File: config.mk
export PLATFORM = sky130hd
export DESIGN_NAME = rc_retire_ctrl
export DESIGN_NICKNAME = d
export VERILOG_FILES = /design/src/rtl/rc_pkg.sv /design/src/rtl/rc_head_scan.sv /design/src/rtl/rc_thread_state.sv /design/src/rtl/rc_sat_counter.sv /design/src/rtl/rc_retire_ctrl.sv
export SDC_FILE = /design/constraint.sdc
export NUM_CORES = 1
export LEC_CHECK = 0
export BUFFER_PORTS_ARGS = -buffer_cell sky130_fd_sc_hd__buf_4
export CORE_AREA = 4 4 213 215
export DETAILED_ROUTE_END_ITERATION = 10
export DIE_AREA = 0 0 217 219
export PLACE_DENSITY = 0.62
export SLEW_MARGIN = 15
export SYNTH_ARGS = -nofsm -noshare
export SYNTH_HDL_FRONTEND = slang
export SYNTH_SLANG_ARGS = --single-unit
export TNS_END_PERCENT = 30
File: constraint.sdc
create_clock -name clk_i -period 12.3 [get_ports clk_i]
set_clock_uncertainty 0.15 [all_clocks]
set_input_delay 2.46 -clock clk_i [delete_from_list [all_inputs] [get_ports clk_i]]
set_output_delay 2.46 -clock clk_i [all_outputs]
set_load 0.05 [all_outputs]
File: src/rtl/rc_pkg.sv
package rc_pkg;

  typedef struct packed {
    logic ld;
    logic stcond;
    logic wrbar;
    logic membar;
    logic nonspec;
    logic fault;
    logic squashed;
    logic executed;
  } head_flags_t;

  typedef enum logic [2:0] {
    KIND_NONE,
    KIND_WAIT,
    KIND_NONSPEC,
    KIND_UNCACHED,
    KIND_TRAP,
    KIND_UNKNOWN
  } stop_kind_e;

  function automatic logic is_serialising(head_flags_t f);
    return f.nonspec | f.membar | f.wrbar | f.stcond;
  endfunction

endpackage

File: src/rtl/rc_head_scan.sv
module rc_head_scan
  import rc_pkg::*;
#(
  parameter int WIDTH = 4,
  parameter int WIN   = 6,
  parameter int SEQW  = 16,
  parameter int AW    = 32,
  localparam int CW   = $clog2(WIN + 1)
) (
  input  logic              enable_i,
  input  logic              stores_pending_i,
  input  logic [WIN-1:0]    valid_i,
  input  logic [WIN-1:0]    ready_i,
  input  logic [WIN*8-1:0]  flags_i,
  input  logic [WIN*SEQW-1:0] seq_i,
  input  logic [WIN*AW-1:0] npc_i,
  output logic [CW-1:0]     com_cnt_o,
  output logic [CW-1:0]     rem_cnt_o,
  output stop_kind_e        kind_o,
  output logic [SEQW-1:0]   ev_seq_o,
  output logic [SEQW-1:0]   last_seq_o,
  output logic [AW-1:0]     last_npc_o
);

  head_flags_t f;
  logic        halted;
  int          ncom;
  int          nrem;

  always_comb begin
    halted     = 1'b0;
    ncom       = 0;
    nrem       = 0;
    kind_o     = KIND_NONE;
    ev_seq_o   = '0;
    last_seq_o = '0;
    last_npc_o = '0;
    f          = '0;
    for (int i = 0; i < WIN; i++) begin
      f = head_flags_t'(flags_i[i*8 +: 8]);
      if (enable_i && !halted) begin
        if (ncom == WIDTH) begin
          halted = 1'b1;
        end else if (!valid_i[i] || !ready_i[i]) begin
          halted = 1'b1;
        end else if (f.squashed) begin
          nrem = nrem + 1;
        end else if (!f.executed) begin
          halted = 1'b1;
          if (is_serialising(f)) begin
            if (ncom == 0 && !stores_pending_i) begin
              kind_o   = KIND_NONSPEC;
              ev_seq_o = seq_i[i*SEQW +: SEQW];
            end else begin
              kind_o = KIND_WAIT;
            end
          end else if (f.ld) begin
            kind_o   = KIND_UNCACHED;
            ev_seq_o = seq_i[i*SEQW +: SEQW];
          end else begin
            kind_o = KIND_UNKNOWN;
          end
        end else if (f.fault) begin
          halted = 1'b1;
          kind_o = (ncom == 0 && !stores_pending_i) ? KIND_TRAP : KIND_WAIT;
        end else begin
          ncom       = ncom + 1;
          nrem       = nrem + 1;
          last_seq_o = seq_i[i*SEQW +: SEQW];
          last_npc_o = npc_i[i*AW +: AW];
        end
      end
    end
    com_cnt_o = CW'(ncom);
    rem_cnt_o = CW'(nrem);
  end

endmodule

File: src/rtl/rc_thread_state.sv
module rc_thread_state #(
  parameter int THREADS    = 2,
  parameter int TIDW       = 1,
  parameter int AW         = 32,
  parameter int INSN_BYTES = 4
) (
  input  logic                  clk_i,
  input  logic                  rst_ni,
  input  logic                  adv_i,
  input  logic [TIDW-1:0]       tid_i,
  input  logic [AW-1:0]         tgt_i,
  input  logic                  trap_set_i,
  input  logic [THREADS-1:0]    trap_done_i,
  output logic [THREADS*AW-1:0] pc_o,
  output logic [THREADS*AW-1:0] npc_o,
  output logic [THREADS-1:0]    trap_pending_o
);

  function automatic logic [AW-1:0] step_pc(logic [AW-1:0] a);
    return a + AW'(INSN_BYTES);
  endfunction

  for (genvar t = 0; t < THREADS; t++) begin : g_thr
    logic hit;
    assign hit = (tid_i == TIDW'(t));

    always_ff @(posedge clk_i) begin
      if (!rst_ni) begin
        pc_o[t*AW +: AW]  <= '0;
        npc_o[t*AW +: AW] <= '0;
        trap_pending_o[t] <= 1'b0;
      end else begin
        if (adv_i && hit) begin
          pc_o[t*AW +: AW]  <= tgt_i;
          npc_o[t*AW +: AW] <= step_pc(tgt_i);
        end
        if (trap_set_i && hit) begin
          trap_pending_o[t] <= 1'b1;
        end else if (trap_done_i[t]) begin
          trap_pending_o[t] <= 1'b0;
        end
      end
    end
  end

endmodule

File: src/rtl/rc_sat_counter.sv
module rc_sat_counter #(
  parameter int CNTW = 16
) (
  input  logic            clk_i,
  input  logic            rst_ni,
  input  logic            hit_i,
  output logic [CNTW-1:0] count_o
);

  always_ff @(posedge clk_i) begin
    if (!rst_ni) begin
      count_o <= '0;
    end else if (hit_i && (count_o != {CNTW{1'b1}})) begin
      count_o <= count_o + 1'b1;
    end
  end

endmodule

File: src/rtl/rc_retire_ctrl.sv
module rc_retire_ctrl
  import rc_pkg::*;
#(
  parameter int WIDTH      = 4,
  parameter int WIN        = 6,
  parameter int THREADS    = 2,
  parameter int SEQW       = 16,
  parameter int AW         = 32,
  parameter int DEPTH      = 32,
  parameter int INSN_BYTES = 4,
  parameter int CNTW       = 16,
  localparam int TIDW      = (THREADS > 1) ? $clog2(THREADS) : 1,
  localparam int CW        = $clog2(WIN + 1),
  localparam int FCW       = $clog2(DEPTH + 1)
) (
  input  logic                  clk_i,
  input  logic                  rst_ni,
  input  logic                  grant_valid_i,
  input  logic [TIDW-1:0]       grant_tid_i,
  input  logic                  all_squash_i,
  input  logic                  stores_pending_i,
  input  logic [WIN-1:0]        head_valid_i,
  input  logic [WIN-1:0]        head_ready_i,
  input  logic [WIN*8-1:0]      head_flags_i,
  input  logic [WIN*SEQW-1:0]   head_seq_i,
  input  logic [WIN*AW-1:0]     head_npc_i,
  input  logic [FCW-1:0]        rob_free_i,
  input  logic [THREADS-1:0]    trap_done_i,
  output logic                  retire_valid_o,
  output logic [CW-1:0]         retire_cnt_o,
  output logic [CW-1:0]         remove_cnt_o,
  output logic [TIDW-1:0]       msg_tid_o,
  output logic                  done_valid_o,
  output logic [SEQW-1:0]       done_seq_o,
  output logic                  nonspec_valid_o,
  output logic                  nonspec_uncached_o,
  output logic [SEQW-1:0]       nonspec_seq_o,
  output logic                  trap_req_o,
  output logic [THREADS-1:0]    trap_pending_o,
  output logic                  unknown_err_o,
  output logic                  free_valid_o,
  output logic [FCW-1:0]        free_count_o,
  output logic                  free_empty_o,
  output logic [THREADS*AW-1:0] commit_pc_o,
  output logic [THREADS*AW-1:0] commit_npc_o,
  output logic [CNTW-1:0]       full_width_cycles_o
);

  // named internal events
  logic            scan_en;
  logic [CW-1:0]   com_cnt;
  logic [CW-1:0]   rem_cnt;
  stop_kind_e      stop_kind;
  logic [SEQW-1:0] ev_seq;
  logic [SEQW-1:0] last_seq;
  logic [AW-1:0]   last_npc;
  logic            ev_commit;
  logic            ev_full;
  logic            ev_trap;
  logic            ev_request;
  logic            ev_unknown;
  logic [FCW-1:0]  free_next;

  assign scan_en    = grant_valid_i && !all_squash_i;
  assign ev_commit  = (com_cnt != '0);
  assign ev_full    = (com_cnt == CW'(WIDTH));
  assign ev_trap    = (stop_kind == KIND_TRAP);
  assign ev_request = (stop_kind == KIND_NONSPEC) || (stop_kind == KIND_UNCACHED);
  assign ev_unknown = (stop_kind == KIND_UNKNOWN);
  assign free_next  = rob_free_i + FCW'(rem_cnt);

  rc_head_scan #(
    .WIDTH (WIDTH),
    .WIN   (WIN),
    .SEQW  (SEQW),
    .AW    (AW)
  ) scan_i (
    .enable_i         (scan_en),
    .stores_pending_i (stores_pending_i),
    .valid_i          (head_valid_i),
    .ready_i          (head_ready_i),
    .flags_i          (head_flags_i),
    .seq_i            (head_seq_i),
    .npc_i            (head_npc_i),
    .com_cnt_o        (com_cnt),
    .rem_cnt_o        (rem_cnt),
    .kind_o           (stop_kind),
    .ev_seq_o         (ev_seq),
    .last_seq_o       (last_seq),
    .last_npc_o       (last_npc)
  );

  rc_thread_state #(
    .THREADS    (THREADS),
    .TIDW       (TIDW),
    .AW         (AW),
    .INSN_BYTES (INSN_BYTES)
  ) thr_i (
    .clk_i          (clk_i),
    .rst_ni         (rst_ni),
    .adv_i          (ev_commit),
    .tid_i          (grant_tid_i),
    .tgt_i          (last_npc),
    .trap_set_i     (ev_trap),
    .trap_done_i    (trap_done_i),
    .pc_o           (commit_pc_o),
    .npc_o          (commit_npc_o),
    .trap_pending_o (trap_pending_o)
  );

  rc_sat_counter #(
    .CNTW (CNTW)
  ) full_i (
    .clk_i   (clk_i),
    .rst_ni  (rst_ni),
    .hit_i   (ev_full),
    .count_o (full_width_cycles_o)
  );

  always_ff @(posedge clk_i) begin
    if (!rst_ni) begin
      retire_valid_o     <= 1'b0;
      retire_cnt_o       <= '0;
      remove_cnt_o       <= '0;
      msg_tid_o          <= '0;
      done_valid_o       <= 1'b0;
      done_seq_o         <= '0;
      nonspec_valid_o    <= 1'b0;
      nonspec_uncached_o <= 1'b0;
      nonspec_seq_o      <= '0;
      trap_req_o         <= 1'b0;
      unknown_err_o      <= 1'b0;
      free_valid_o       <= 1'b0;
      free_count_o       <= '0;
      free_empty_o       <= 1'b0;
    end else begin
      retire_valid_o     <= ev_commit;
      retire_cnt_o       <= com_cnt;
      remove_cnt_o       <= rem_cnt;
      msg_tid_o          <= grant_tid_i;
      done_valid_o       <= ev_commit;
      done_seq_o         <= last_seq;
      nonspec_valid_o    <= ev_request;
      nonspec_uncached_o <= (stop_kind == KIND_UNCACHED);
      nonspec_seq_o      <= ev_seq;
      trap_req_o         <= ev_trap;
      unknown_err_o      <= ev_unknown;
      free_valid_o       <= (rem_cnt != '0);
      free_count_o       <= free_next;
      free_empty_o       <= (rem_cnt != '0) && (free_next == FCW'(DEPTH));
    end
  end

endmodule

After elaboration in Yosys (flattened, before gate mapping):

Cells that the tools add are included.

* $add $sub $neg: 13
* eq/ne operators: 12
* muxes and demuxes: 277
* bitwise operators: 19
* reductions and logical operators: 52

Operators by type and width (number)
* $mux W32: 62
* $mux W16: 82
* $mux W3: 92
* $eq A32 B4 Y1 const B: 5
* $logic_not A32 Y1: 5
* $add A32 B2 Y32 const B: 4
* $mux W1: 35
* $add A32 B3 Y32 const B: 1
* $logic_not A1 Y1: 19
* $add A3 B2 Y3 const B: 6
* $or A1 B1 Y1: 18
* $logic_and A1 B1 Y1: 17
* $add A16 B1 Y16 const B: 1
* $ne A16 B16 Y1 const B: 1
* $mux W2: 6
* $eq A3 B3 Y1 const B: 3
* $logic_or A1 B1 Y1: 7
* $add A6 B3 Y6: 1
* $eq A3 B2 Y1 const B: 2
* $eq A6 B6 Y1 const B: 1
* $reduce_bool A3 Y1: 2
* $reduce_bool A2 Y1: 2
* $not A1 Y1: 1

* register bits after elaboration: 198
* bits of input ports: 362
* output and inout bits: 199
* word-level logic and storage cells: 393

Logic depth before layout (Yosys ltp):

* word-level depth: 45
* gate-level depth with buffers: 50
* gate-level depth less buffers: 39

Hierarchy:

From an unflattened synthesis, not the netlist that was laid out.

* cells, all modules: 1669
* area, all modules: 12391.9 um^2

Modules (own cells, without submodules)
* rc_thread_state: times used 1, cells an instance 611, area each 4973.5 um^2, seq. area each 2522.4 um^2
* rc_head_scan: times used 1, cells an instance 824, area each 4952.2 um^2, seq. area each 0.0 um^2
* rc_retire_ctrl: times used 1, cells an instance 137, area each 1629.1 um^2, seq. area each 1041.0 um^2
* rc_sat_counter: times used 1, cells an instance 97, area each 837.1 um^2, seq. area each 320.3 um^2

Least setup slack after synthesis:

No wires, ideal clock.

* path kind: input to register
* start: input all_squash_i
* end: register thr_i.npc_o[30]
* setup time: 0.142 ns
* data arrival time: 11.985 ns
* data required time: 12.008 ns
* setup slack: 0.023 ns
* stages: 47
* buffers on the path: 13
* cell sequence: nand4b_1 > nor3_1 > clkbuf_1 > clkbuf_1 > buf_1 > ha_1 > a21oi_1 > nor2_1 > inv_1 > ha_1 > inv_1 > mux2i_1 > and2_1 > inv_1 > ha_1 > nand2_1 > nor3_2 > nor3_1 > [... 11 more ...] > buf_1 > a21oi_1 > inv_1 > ha_1 > o21ai_0 > a31oi_2 > nor2_2 > buf_2 > buf_1 > o21ai_0 > ha_1 > nand3_1 > or4_1 > o31ai_2 > nand4_2 > buf_2 > o311ai_0 > o311ai_1

* elaborated cells between the ends (all ways): 112

RTL lines
* from (decl): RTL line rc_retire_ctrl.sv:20 `input logic all_squash_i,`
* $logic_not A1 Y1 (*): RTL line rc_retire_ctrl.sv:64 `assign scan_en = grant_valid_i && !all_squash_i;`
* $logic_and A1 B1 Y1 (*): RTL line rc_retire_ctrl.sv:64
* $mux W32: RTL line rc_head_scan.sv:41 `if (enable_i && !halted) begin`
* $add A32 B2 Y32: RTL line rc_head_scan.sv:67 `ncom = ncom + 1;`
* $mux W32: RTL line rc_head_scan.sv:63 `end else if (f.fault) begin`
* $mux W32: RTL line rc_head_scan.sv:48 `end else if (!f.executed) begin`
* $mux W32: RTL line rc_head_scan.sv:46 `end else if (f.squashed) begin`
* $mux W32: RTL line rc_head_scan.sv:44 `end else if (!valid_i[i] || !ready_i[i]) begin`
* [... 20 more ...]
* $mux W32: RTL line rc_head_scan.sv:44
* $mux W32: RTL line rc_head_scan.sv:42 `if (ncom == WIDTH) begin`
* $mux W32: RTL line rc_head_scan.sv:41
* $eq A32 B4 Y1: RTL line rc_head_scan.sv:42
* $mux W32: RTL line rc_head_scan.sv:42
* $mux W32 (*): RTL line rc_head_scan.sv:41
* named net last_npc[2]: RTL line rc_retire_ctrl.sv:56 `logic [AW-1:0] last_npc;`
* $add A32 B3 Y32 (*): RTL line rc_thread_state.sv:20 `return a + AW'(INSN_BYTES);`
* to (signal, indexed assignment): RTL line rc_thread_state.sv:35 `npc_o[t*AW +: AW] <= step_pc(tgt_i);`
* to (decl): RTL line rc_thread_state.sv:15 `output logic [THREADS*AW-1:0] npc_o,`

Mark *: on every way through the listed nets, which the timed path passes. The rest lies on a longest branch.
A chain may end at the register's enable or synchronous reset.

Worst setup path after layout:

* start: input all_squash_i
* end: register thr_i.npc_o[62]

Same word-level chain as after synthesis.

==> out/results.tsv <==
metric	value	unit
status	finished clean	
synthesis.area	12870	um2
slew_headroom	0.2696	
slew_violations	0	
clkPwrFrac	0.407	
numPortBuffers	560	
nFillCells	4569	
critPathKind	primary input to flip-flop	
multi_input_area	8342	um2
ys.flop_type	dfxtp_1	
antenna_left	0	
layout_setup_ws	1.249	ns
cts_tree	yes	
gp_congestion	0.9774	
hold_path_class	flip-flop to flip-flop	
dr.pass1.iters	10	
p_sw_frac	0.2736	
clock-root-buffer	clkbuf_16	
drtIter0Drc	1568	
coreArea	43740	um2
ys_seq_area_frac	0.3017	
cts_resized	0	
power.internal	1.019	mW
syn_nets	2130	
postCtsHoldBufs	0	
cp_data_required_time	12.51	ns
chipWidth	217	um
routedWlPerCell	26.17	um
synth.avg_cell_area	7.365	um2
fin_crit	11.05	ns
via_count	16130	
die_h	219	um
final_nets	2600	
fmax	90.49	MHz
cap_viol_max_count	0	
io_pins	561	
p_seq_frac	0.451	
antenna_found_initial	23	
pre_cts_ws	0.9871	ns
ys_warn_count	0	
grt-ovfl-total	0	
wl	74250	um
syn_inst	1748	
grt_first_pass_wirelength	105400	um
htreeDepth	4	
switchingPower	384.0	uW
grt_max_degree	61	
syn_to_final_growth	41.33	%
p_per_area	77.13	nW/um2
rsz0062_at_grt	false	
critPathArrivalTime	11.26	ns
hold_viol	0	
ys_ff_latch	194	
vdd_drop_max	0.00007203	V
cp_max_fo	26	
start_util	0.2944	
grtUsageTotal	0.2956	
timing.setup.tns	0	ns
placementRows	77	
drive_above_1_share	0.3048	
regArea	3884	um2
fp.dieArea	47520	um2
cts_sinks	194	
pwr-share-comb	0.142	
cp_common_cell	ha_1	
finalSetupViolCount	0	
postCtsSetupBuffers	0	
cts_inserted_buffers	17	
synth-edff-count	0	
postSynth.asyncResetShare	0	
tightest_slew	1.096	ns
power_leakage	7.866	nW
vias_per_cell	5.686	
end_kind	flip-flop	
drc	0	
cts_buffer_depth	2	
min_period_over_period	0.8984	
startpoint_type	primary input	
cpPeakStageDelay	0.72	ns
synth.distinct_cells	92	
clk_latency	0.46	ns
dp.final_hpwl	59740	um
grt_pass1_vias	15813	
slowest_stage	o31ai_2	
clk_pin_slew	0.08	ns
## worst max-delay path: cells and delay by family
kind	cells	cell delay [ns]
compound gates	9	2.37
mux	1	0.07
fa+ha+maj	6	1.58
simple gates	15	4.13
buf+inv	6	0.63
## layout by cell type (no fill, tap or decap), drive strengths merged, types with 8 or more instances in the layout
master   count
nand3      156
a211oi      49
a21o         9
and2        17
and3        27
nor3        38
o311ai      18
mux2i       34
diode       14
o21ai       83
xnor2       32
mux2         9
nor2       186
a31oi       22
inv         48
nand2b      12
nand2      230
o21a        11
buf        592
nor4        27
o31ai        8
o211ai      52
o211a       10
ha          19
a222oi      16
or4          9
dfxtp      194
clkbuf      18
a221oi      19
or3         12
nand4       15
o2111ai     17
a21oi      118
## logic make-up (layout without fill, tap and decap cells)
| family | count (synthesis) | in the layout | share of synthesized area |
|---|---|---|---|
| simple gates | 768 | 768 | 0.2833 |
| compound gates | 501 | 501 | 0.2753 |
| flops | 194 | 194 | 0.3017 |
| buf+inv | 184 | 667 | 0.05928 |
| mux | 43 | 43 | 0.03460 |
| xor+xnor | 38 | 38 | 0.02585 |
| fa+ha+maj | 20 | 20 | 0.02002 |
| other cells | 0 | 14 | 0 |
## cells in the mapped netlist, types with 5 or more instances
| cell | instances | area [um2] |
|---|---|---|
| mux2_2 | 8 | 90.09 |
| a221oi_1 | 19 | 166.4 |
| nor4_1 | 25 | 156.4 |
| a31oi_1 | 20 | 125.1 |
| nand2_1 | 230 | 863.3 |
| o211a_1 | 9 | 90.09 |
| and2_1 | 17 | 106.4 |
| a21boi_0 | 5 | 37.54 |
| buf_1 | 11 | 41.29 |
| a21o_1 | 9 | 67.56 |
| xnor2_1 | 32 | 280.3 |
| clkbuf_1 | 84 | 315.3 |
| and3_1 | 27 | 168.9 |
| buf_4 | 6 | 45.04 |
| o21ai_0 | 78 | 390.4 |
| o31ai_1 | 7 | 52.55 |
| o2111ai_1 | 16 | 140.1 |
| o31a_1 | 6 | 52.55 |
| a32oi_1 | 5 | 43.79 |
| a21oi_1 | 118 | 590.6 |
| inv_1 | 42 | 157.7 |
| ha_1 | 19 | 237.7 |
| mux2i_1 | 34 | 340.3 |
| o22ai_1 | 5 | 31.28 |
| buf_2 | 40 | 200.2 |
| or4_1 | 9 | 67.56 |
| dfxtp_1 | 194 | 3884 |
| o21a_1 | 11 | 82.58 |
| nand4_1 | 14 | 87.58 |
| nor2_1 | 185 | 694.4 |
| or3_1 | 12 | 75.07 |
| o311ai_1 | 15 | 131.4 |
| nand2b_1 | 12 | 75.07 |
| a211oi_1 | 48 | 360.4 |
| xor2_1 | 6 | 52.55 |
| nor3b_1 | 6 | 45.04 |
| nor3_1 | 34 | 170.2 |
| a211o_1 | 6 | 52.55 |
| a222oi_1 | 16 | 160.2 |
| o211ai_1 | 52 | 390.4 |
| o21ai_1 | 5 | 25.02 |
| nor2b_1 | 6 | 37.54 |
| a32o_1 | 6 | 60.06 |
| nand3_1 | 156 | 780.8 |
| a31o_2 | 6 | 52.55 |
## power by group through the flow
stage,Combinational (mW),Sequential [mW],Clock (mW)
6_report,0.199,0.633,0.572
5_1_grt,0.211,0.633,0.607
4_1_cts,0.197,0.633,0.586
3_5_place_dp,0.196,0.648,0
3_3_place_gp,0.194,0.648,0
2_1_floorplan,0.0492,0.660,0
## sequential cells by signal (all words and copies together), names as in the netlist
register,count
remove_cnt_o,3
done_valid_o,1
retire_cnt_o,3
nonspec_uncached_o,1
msg_tid_o,1
trap_req_o,1
thr_i.npc_o,64
thr_i.pc_o,60
thr_i.trap_pending_o,2
free_empty_o,1
nonspec_seq_o,16
unknown_err_o,1
full_i.count_o,16
free_valid_o,1
done_seq_o,16
free_count_o,6
nonspec_valid_o,1
## final timing paths
check | from | end | slack, ns | cells after the start
setup / recovery | all_squash_i | thr_i.npc_o[62] | 1.25 | 37
hold / removal | thr_i.npc_o[35] | thr_i.npc_o[35] | 0.31 | 2
setup reg to reg | full_i.count_o[6] | full_i.count_o[9] | 9.67 | 8
hold reg to reg | thr_i.npc_o[35] | thr_i.npc_o[35] | 0.31 | 2
## per-layer routing
layer / share of wire / up-vias / GRT usage
met4: 0.039 / 18 / 0.1155
met1: 0.39 / 7765 / 0.3475
met5: 0.0019 / - / 0
li1: - / 7411 / -
met3: 0.096 / 119 / 0.09637
met2: 0.47 / 817 / 0.5009
## stage by stage
step	cell area (um2)	utilization	total power, mW	std cells	hold WS, ns
final	18200	0.4160	1.404	2837	0.3137
after detailed placement	17570	0.4018	0.8437	2791	0.3013
after CTS	18160	0.4152	1.416	2823	0.3118
after floorplan	12870	-	0.7091	1748	0.5174
after global routing	18180	0.4156	1.452	2830	0.3330
after global placement	17570	0.4018	0.8417	2791	0.2974
## layout make-up
type / count / share of cell area
repair buffers: 592 / 0.2442
clock buffers: 18 / 0.02414
inverters: 43 / 0.009008
clock inverters: 14 / 0.008114
multi-input cells: 1370 / 0.4584
well taps: 592 / 0.04071
flip-flops and latches: 194 / 0.2134
diodes: 14 / 0.001925
Power figures use the tool's default switching activity.
